## config.mk

```make
export PLATFORM = sky130hd
export DESIGN_NAME = cfgchain_multi_head
export DESIGN_NICKNAME = d
export VERILOG_FILES = /design/src/rtl/cfgchain_pkg.sv /design/src/rtl/cfgchain_clk_route.sv /design/src/rtl/cfgchain_region.sv /design/src/rtl/cfgchain_multi_head.sv
export SDC_FILE = /design/constraint.sdc
export NUM_CORES = 1
export LEC_CHECK = 0
export ABC_AREA = 1
export BUFFER_PORTS_ARGS = -buffer_cell sky130_fd_sc_hd__buf_2
export CORE_UTILIZATION = 30
export DETAILED_ROUTE_END_ITERATION = 8
export SKIP_LAST_GASP = 1
export SYNTH_ARGS = -nofsm -noshare
export SYNTH_HDL_FRONTEND = slang
export SYNTH_SLANG_ARGS = --single-unit
```

## constraint.sdc

```tcl
create_clock -name clk -period 2.7 [get_ports clk]
set_clock_uncertainty 0.2 [all_clocks]
set_input_delay 0.135 -clock clk [delete_from_list [all_inputs] [get_ports clk]]
set_output_delay 0.135 -clock clk [all_outputs]
set_load 0.01 [all_outputs]
```

## src/rtl/cfgchain_pkg.sv

```systemverilog
package cfgchain_pkg;

    localparam int unsigned MAX_REGIONS = 16;
    localparam int unsigned LEN_W       = 8;
    localparam int unsigned SEL_W       = 4;
    localparam int unsigned LEN_TBL_W   = MAX_REGIONS * LEN_W;
    localparam int unsigned SEL_TBL_W   = MAX_REGIONS * SEL_W;

    typedef logic [LEN_TBL_W-1:0] len_tbl_t;
    typedef logic [SEL_TBL_W-1:0] sel_tbl_t;

    // Fill progress of one chain since reset.
    typedef enum logic [1:0] {
        FILL_EMPTY,
        FILL_PARTIAL,
        FILL_FULL,
        FILL_OVER
    } fill_e;

    typedef struct packed {
        logic full;
        logic overrun;
    } fill_flags_t;

    // Length of chain i taken from the packed length table.
    function automatic int unsigned chain_len(input len_tbl_t tbl, input int unsigned idx);
        return 32'(tbl[idx*LEN_W +: LEN_W]);
    endfunction

    // Bit offset of chain i inside the parallel image.
    function automatic int unsigned chain_off(input len_tbl_t tbl, input int unsigned idx);
        int unsigned sum;
        sum = 0;
        for (int unsigned j = 0; j < MAX_REGIONS; j++) begin
            if (j < idx) sum += chain_len(tbl, j);
        end
        return sum;
    endfunction

    // Total bits held by the first n chains.
    function automatic int unsigned chain_total(input len_tbl_t tbl, input int unsigned n);
        return chain_off(tbl, n);
    endfunction

    // Strobe index driving chain i; a single-strobe build ties all chains to 0.
    function automatic int unsigned head_clock(input sel_tbl_t tbl, input int unsigned idx,
                                               input int unsigned nclk);
        if (nclk <= 1) return 0;
        return 32'(tbl[idx*SEL_W +: SEL_W]);
    endfunction

endpackage

```

## src/rtl/cfgchain_clk_route.sv

```systemverilog
module cfgchain_clk_route
    import cfgchain_pkg::*;
#(
    parameter int unsigned NUM_REGIONS = 1,
    parameter int unsigned NUM_CLOCKS  = 1,
    parameter sel_tbl_t    CLK_MAP     = '0
) (
    input  logic [NUM_CLOCKS-1:0]  prog_clk_en,
    output logic [NUM_REGIONS-1:0] region_en
);

    for (genvar r = 0; r < NUM_REGIONS; r++) begin : g_route
        localparam int unsigned SEL = head_clock(CLK_MAP, r, NUM_CLOCKS);
        if (SEL < NUM_CLOCKS) begin : g_valid
            assign region_en[r] = prog_clk_en[SEL];
        end else begin : g_unmapped
            assign region_en[r] = 1'b0;
        end
    end

endmodule

```

## src/rtl/cfgchain_region.sv

```systemverilog
module cfgchain_region
    import cfgchain_pkg::*;
#(
    parameter int unsigned LEN = 8
) (
    input  logic           clk,
    input  logic           rst,
    input  logic           shift_en,
    input  logic           head_in,
    output logic [LEN-1:0] cells,
    output logic           tail_out,
    output fill_flags_t    flags
);

    localparam int unsigned CNT_W = $clog2(LEN + 1);

    fill_e            fill_q;
    logic [CNT_W-1:0] count_q;

    // Storage: cell 0 takes the head, the last cell is the tail.
    if (LEN == 1) begin : g_single
        always_ff @(posedge clk) begin
            if (rst)           cells <= '0;
            else if (shift_en) cells <= head_in;
        end
    end else begin : g_multi
        always_ff @(posedge clk) begin
            if (rst)           cells <= '0;
            else if (shift_en) cells <= {cells[LEN-2:0], head_in};
        end
    end

    assign tail_out = cells[LEN-1];

    // Shift accounting since reset.
    always_ff @(posedge clk) begin
        if (rst) begin
            fill_q  <= FILL_EMPTY;
            count_q <= '0;
        end else if (shift_en) begin
            unique case (fill_q)
                FILL_EMPTY: begin
                    count_q <= CNT_W'(1);
                    fill_q  <= (LEN == 1) ? FILL_FULL : FILL_PARTIAL;
                end
                FILL_PARTIAL: begin
                    count_q <= count_q + CNT_W'(1);
                    if (count_q == CNT_W'(LEN - 1)) fill_q <= FILL_FULL;
                end
                FILL_FULL: fill_q <= FILL_OVER;
                FILL_OVER: fill_q <= FILL_OVER;
                default:   fill_q <= FILL_OVER;
            endcase
        end
    end

    always_comb begin
        flags.full    = (fill_q == FILL_FULL);
        flags.overrun = (fill_q == FILL_OVER);
    end

endmodule

```

## src/rtl/cfgchain_multi_head.sv

```systemverilog
module cfgchain_multi_head
    import cfgchain_pkg::*;
#(
    parameter int unsigned NUM_REGIONS = 1,
    parameter int unsigned NUM_CLOCKS  = 1,
    parameter len_tbl_t    CHAIN_LENS  = len_tbl_t'(8),
    parameter sel_tbl_t    CLK_MAP     = '0
) (
    input  logic                                            clk,
    input  logic                                            rst,
    input  logic [NUM_CLOCKS-1:0]                           prog_clk_en,
    input  logic [NUM_REGIONS-1:0]                          head_in,
    output logic [NUM_REGIONS-1:0]                          tail_out,
    output logic [chain_total(CHAIN_LENS, NUM_REGIONS)-1:0] cfg_bits,
    output logic [NUM_REGIONS-1:0]                          chain_full,
    output logic [NUM_REGIONS-1:0]                          chain_overrun
);

    localparam int unsigned TOTAL_BITS = chain_total(CHAIN_LENS, NUM_REGIONS);

    logic [NUM_REGIONS-1:0] region_en;
    logic [TOTAL_BITS-1:0]  image;

    cfgchain_clk_route #(
        .NUM_REGIONS(NUM_REGIONS),
        .NUM_CLOCKS (NUM_CLOCKS),
        .CLK_MAP    (CLK_MAP)
    ) i_route (
        .prog_clk_en(prog_clk_en),
        .region_en  (region_en)
    );

    for (genvar r = 0; r < NUM_REGIONS; r++) begin : g_region
        localparam int unsigned LEN = chain_len(CHAIN_LENS, r);
        localparam int unsigned OFF = chain_off(CHAIN_LENS, r);

        fill_flags_t flags;

        cfgchain_region #(
            .LEN(LEN)
        ) i_region (
            .clk     (clk),
            .rst     (rst),
            .shift_en(region_en[r]),
            .head_in (head_in[r]),
            .cells   (image[OFF +: LEN]),
            .tail_out(tail_out[r]),
            .flags   (flags)
        );

        assign chain_full[r]    = flags.full;
        assign chain_overrun[r] = flags.overrun;
    end

    assign cfg_bits = image;

endmodule

```

Word-level counts from Yosys, hierarchy flattened
Index checks and enable logic that the tools add are counted.
Widths: inputs -> output; s select.
{"block": "totals", "register_bits": 14, "word_cells": 17, "in_bits": 4, "out_inout_bits": 11}
{"block": "classes", "n_addsub": 1, "n_eq_ne": 5, "n_mux": 3, "n_reduce_logical": 5}
{"cell": "$pmux 4 s2", "n": 1}
{"cell": "$pmux 2 s3", "n": 1}
{"cell": "$add 4x1->4 const B", "n": 1}
{"cell": "$eq 2x2->1 const B", "n": 2}
{"cell": "$eq 4x3->1 const B", "n": 1}
{"cell": "$reduce_and 2->1", "n": 2}
{"cell": "$eq 2x1->1 const B", "n": 1}
{"cell": "$logic_not 2->1", "n": 1}
{"cell": "$mux 2", "n": 1}
{"cell": "$ne 2x1->1 const B", "n": 1}
{"cell": "$reduce_bool 2->1", "n": 1}
{"cell": "$reduce_or 2->1", "n": 1}

Depth between registers and ports, before layout
{"block": "logic_depth", "ltp_word": 3, "depth_mapped": 7, "depth_no_buf": 7}

Modules after synthesis
A second synthesis with hierarchy kept.
{"block": "hier_totals", "cells_unflattened": 78, "hier_area_um2": 596.8}
{"mod": "cfgchain_region", "area_per_inst_um2": 589.3, "cells_each": 77, "n_inst": 1, "seq_area_each_um2": 280.3}
{"mod": "cfgchain_clk_route", "area_per_inst_um2": 7.5, "cells_each": 1, "n_inst": 1, "seq_area_each_um2": 0.0}

Worst setup path after synthesis
No wires, ideal clock.
{"block": "synth_timing", "kind": "flip-flop to flip-flop", "start": "reg g_region[0].i_region.count_q[0]", "end": "reg g_region[0].i_region.fill_q[0]", "n_path_buf": 0, "required_time_ps": 2378, "path_stages_with_launch": 5, "setup_ps": 122, "slack_ps": 1607, "synth_period_minus_slack_ps": 1093, "t_arrival_ps": 771, "path_cell_list": "dfxtp_1 ha_1 nand2_1 o21ai_0 a21oi_1"}
{"block": "synth_via", "elab_chain_len": 3}
{"element": "from (decl)", "line": "cfgchain_region.sv:18", "text": "logic [CNT_W-1:0] count_q;"}
{"element": "from (signal assigned)", "line": "cfgchain_region.sv:47", "text": "count_q <= count_q + CNT_W'(1);"}
{"element": "$eq 4x3->1", "line": "cfgchain_region.sv:48", "text": "if (count_q == CNT_W'(LEN - 1)) fill_q <= FILL_FULL;"}
{"element": "$ne 2x1->1 (no line)"}
{"element": "$reduce_and 2->1 (no line)"}
{"element": "to (signal assigned)", "line": "cfgchain_region.sv:44", "text": "fill_q <= (LEN == 1) ? FILL_FULL : FILL_PARTIAL;"}
{"element": "to (decl)", "line": "cfgchain_region.sv:17", "text": "fill_e fill_q;"}
No other way between the ends.
A chain may end at the register's enable or synchronous reset.

Worst setup path after layout
{"block": "layout_timing", "start": "reg g_region[0].i_region.fill_q[0]", "end": "out chain_overrun"}
{"block": "layout_via", "elab_chain_len": 1}
{"element": "$eq 2x2->1", "line": "cfgchain_region.sv:59", "text": "flags.overrun = (fill_q == FILL_OVER);"}
{"element": "to (decl)", "line": "cfgchain_multi_head.sv:16", "text": "output logic [NUM_REGIONS-1:0] chain_overrun"}
No other way between the ends.

==> key figures <==
STA
  • Tmin final: 1.29 ns
  • Final hold violations: 0
  • Worst Tran Pin Value: 0.251 ns
  • # setup viols final: 0
  • RSZ-0062 raised after global routing: false
  • Final Max Slew Viols: 0
  • Hold Slack: 0.0415 ns
  • Max Fclk: 0.776 GHz
  • Setup TNS: 0 ns
  • Period utilization: 47.7%
  • Normalized max-slew margin: 83.3%

Clock network
  • Clk sinks: 14
  • # hold bufs at CTS: 2
  • Post-CTS Setup Repair Bufs: 0
  • H-Tree Level Count: 1
  • CTS tree: done
  • Worst-Skew Late Latency: 0.27 ns
  • Root buf cell: clkbuf_4
  • CTS clk-pin slew, worst paths: 0.08 ns
  • CTS max path bufs: 2
  • CTS buffer count: 3
  • Post-cts resize count: 0

Synthesis
  • Largest cells by area after synthesis: dfxtp_1, nor2_1, nand2_1, o21ai_0, inv_1
  • Warnings from Yosys: 0
  • Synth top area share: 47.9%
  • Post-synth EDFFs: 0
  • Register area share after synthesis: 47.9%
  • Top_reg_cell synth: dfxtp_1
  • Synth Net Count: 88
  • Mapped Area: 586 um2
  • Distinct cells, synth: 15
  • Synth area leader: dfxtp_1
  • Post-Synthesis Cells: 83
  • Most frequent cell after synthesis: nor2_1
  • Most instantiated cells after synthesis: nor2_1, dfxtp_1, nand2_1, o21ai_0, inv_1
  • Synth Register Bits: 14
  • Post-synth ARST share: 0%
  • Syn_area_per_cell: 7.05 um2

Cells and area
  • Filler instances: 201
  • Synth-to-layout area growth: 21.4%
  • Layout cell share with drive strength beyond 1: 19.0%
  • Diode count: 0
  • Fin area: 711 um2
  • Final #Nets: 107

Run
  • Max-cap check violation count: 0

Floorplan
  • FP Rows: 15
  • Die Width: 46.2 um
  • Die Y: 46.2 um
  • Core area: 1780 um2
  • Area of the die: 2130 um2
  • Initial core utilization: 32.8%
  • # IOs: 15

Worst setup path
  • Crit-path max FO: 7
  • Startpoint types: register
  • CP Capture Type: primary output
  • Worst Setup Path Type: register to primary output
  • Req. time, crit path: 2.37 ns
  • Arrival time at the worst endpoint: 0.95 ns

Global route
  • All-Layer GR Usage: 12.3%
  • Largest net degree at the start of global routing: 16
  • Vias in the first global route: 450
  • Antenna violations before repair: 0
  • First-pass GRT wire length: 1.85 mm
  • Remaining Overflow, GRT: 0

Placed design
  • Placed Area: 668 um2
  • Routability congestion estimate: 0.739
  • Placed wire-length estimate: 797 um
  • # port buffers: 14

Route
  • DR vias: 539
  • DRC: 0
  • Vias per inst: 4.31
  • Antenna viol nets, final: 0
  • Final Routed Wirelength: 1.10 mm
  • DR WL/cell: 8.82 um
  • Initial DRC Count: 9
  • DRT Pass-1 Iters: 3

Min path
  • Hold crit path type: input pin to register

Status
  • Status: completed

Pwr
  • PwrDens: 544 nW/um2
  • Leakage Power: 0.360 nW
  • VDD IR max: 0.293 mV
==> path summary, 6_finish.rpt <==
| path | start | to | slack [ns] | depth (start not counted) |
|---|---|---|---|---|
| worst max-delay path | g_region[0].i_region.fill_q[0]$_SDFFE_PP0P_ | chain_overrun | 1.41 | 3 |
| worst min-delay path | prog_clk_en | g_region[0].i_region.fill_q[0]$_SDFFE_PP0P_ | 0.04 | 3 |
| worst max register to register | g_region[0].i_region.count_q[0]$_SDFFE_PP0P_ | g_region[0].i_region.fill_q[0]$_SDFFE_PP0P_ | 1.47 | 4 |
| worst min register to register | g_region[0].i_region.cells[5]$_SDFFE_PP0P_ | g_region[0].i_region.cells[6]$_SDFFE_PP0P_ | 0.31 | 2 |
==> stage by stage <==
| stage | utilization, % | worst slack (ns) | power, W | std cells |
|---|---|---|---|---|
| finish | 39.9 | 1.41 | 0.000387 | 125 |
| global route | 39.9 | 1.32 | 0.000410 | 125 |
| CTS | 39.9 | 1.40 | 0.000394 | 125 |
| detailed placement | 37.5 | 1.47 | 0.000277 | 120 |
| global placement | 37.5 | 1.46 | 0.000276 | 120 |
| floorplan | - | 1.61 | 0.000262 | 83 |
==> routing by layer <==
metal  wire, um  global-route usage (%)  up-vias
met1        533                    15.8      235
li1           -                       -      292
met5          0                       0        -
met2        499                    18.3       12
met4          0                    3.53        0
met3         69                    5.88        0
==> logic make-up after synthesis <==
kind of cell | after synthesis | share of synthesized area, %
adders and majority gates | 1 | 2.14
DFF | 14 | 47.9
and+or+nand+nor | 44 | 30.1
buffers and inverters | 12 | 9.61
AOI/OAI and AO/OA | 12 | 10.3
==> sequential cells by signal, indices dropped and copies added (netlist names) <==
name                       flops
g_region.i_region.cells        8
g_region.i_region.fill_q       2
g_region.i_region.count_q      4
==> power breakdown <==
group	switching (W)	leakage (nW)	internal [W]
Sequential	0.00000918	0.115	0.000218
Combinational	0.0000272	0.230	0.0000199
Clock	0.0000613	0.0138	0.0000516
==> cell type report <==
type                            count  area, um2  share of cell area (%)
Clock buffer                        3       22.5                    3.17
Inverter                           10       37.5                    5.28
Multi-Input combinational cell     57        249                    35.0
Sequential cell                    14        280                    39.4
Tap cell                           25       31.3                    4.40
Timing Repair Buffer               16       90.1                    12.7
==> layout by cell type, fill, tap and decap left out, drive strengths merged <==
cell         Yosys  routed
dfxtp           14      14
nor3             1       1
nand2           15      15
a21oi            2       2
ha               1       1
dlygate4sd3      0       2
nand3            1       1
nor2            25      25
nand3b           1       1
buf              2      14
inv             10      10
clkbuf           0       3
nand4            1       1
o21ai           10      10
==> worst max-delay path: stages, from the launching register on <==
cell and delay [ns]:
dfxtp_1 0.44, nand2_1 0.08, inv_1 0.05, buf_2 0.11
No activity file was read; power rests on OpenSTA's default activity.
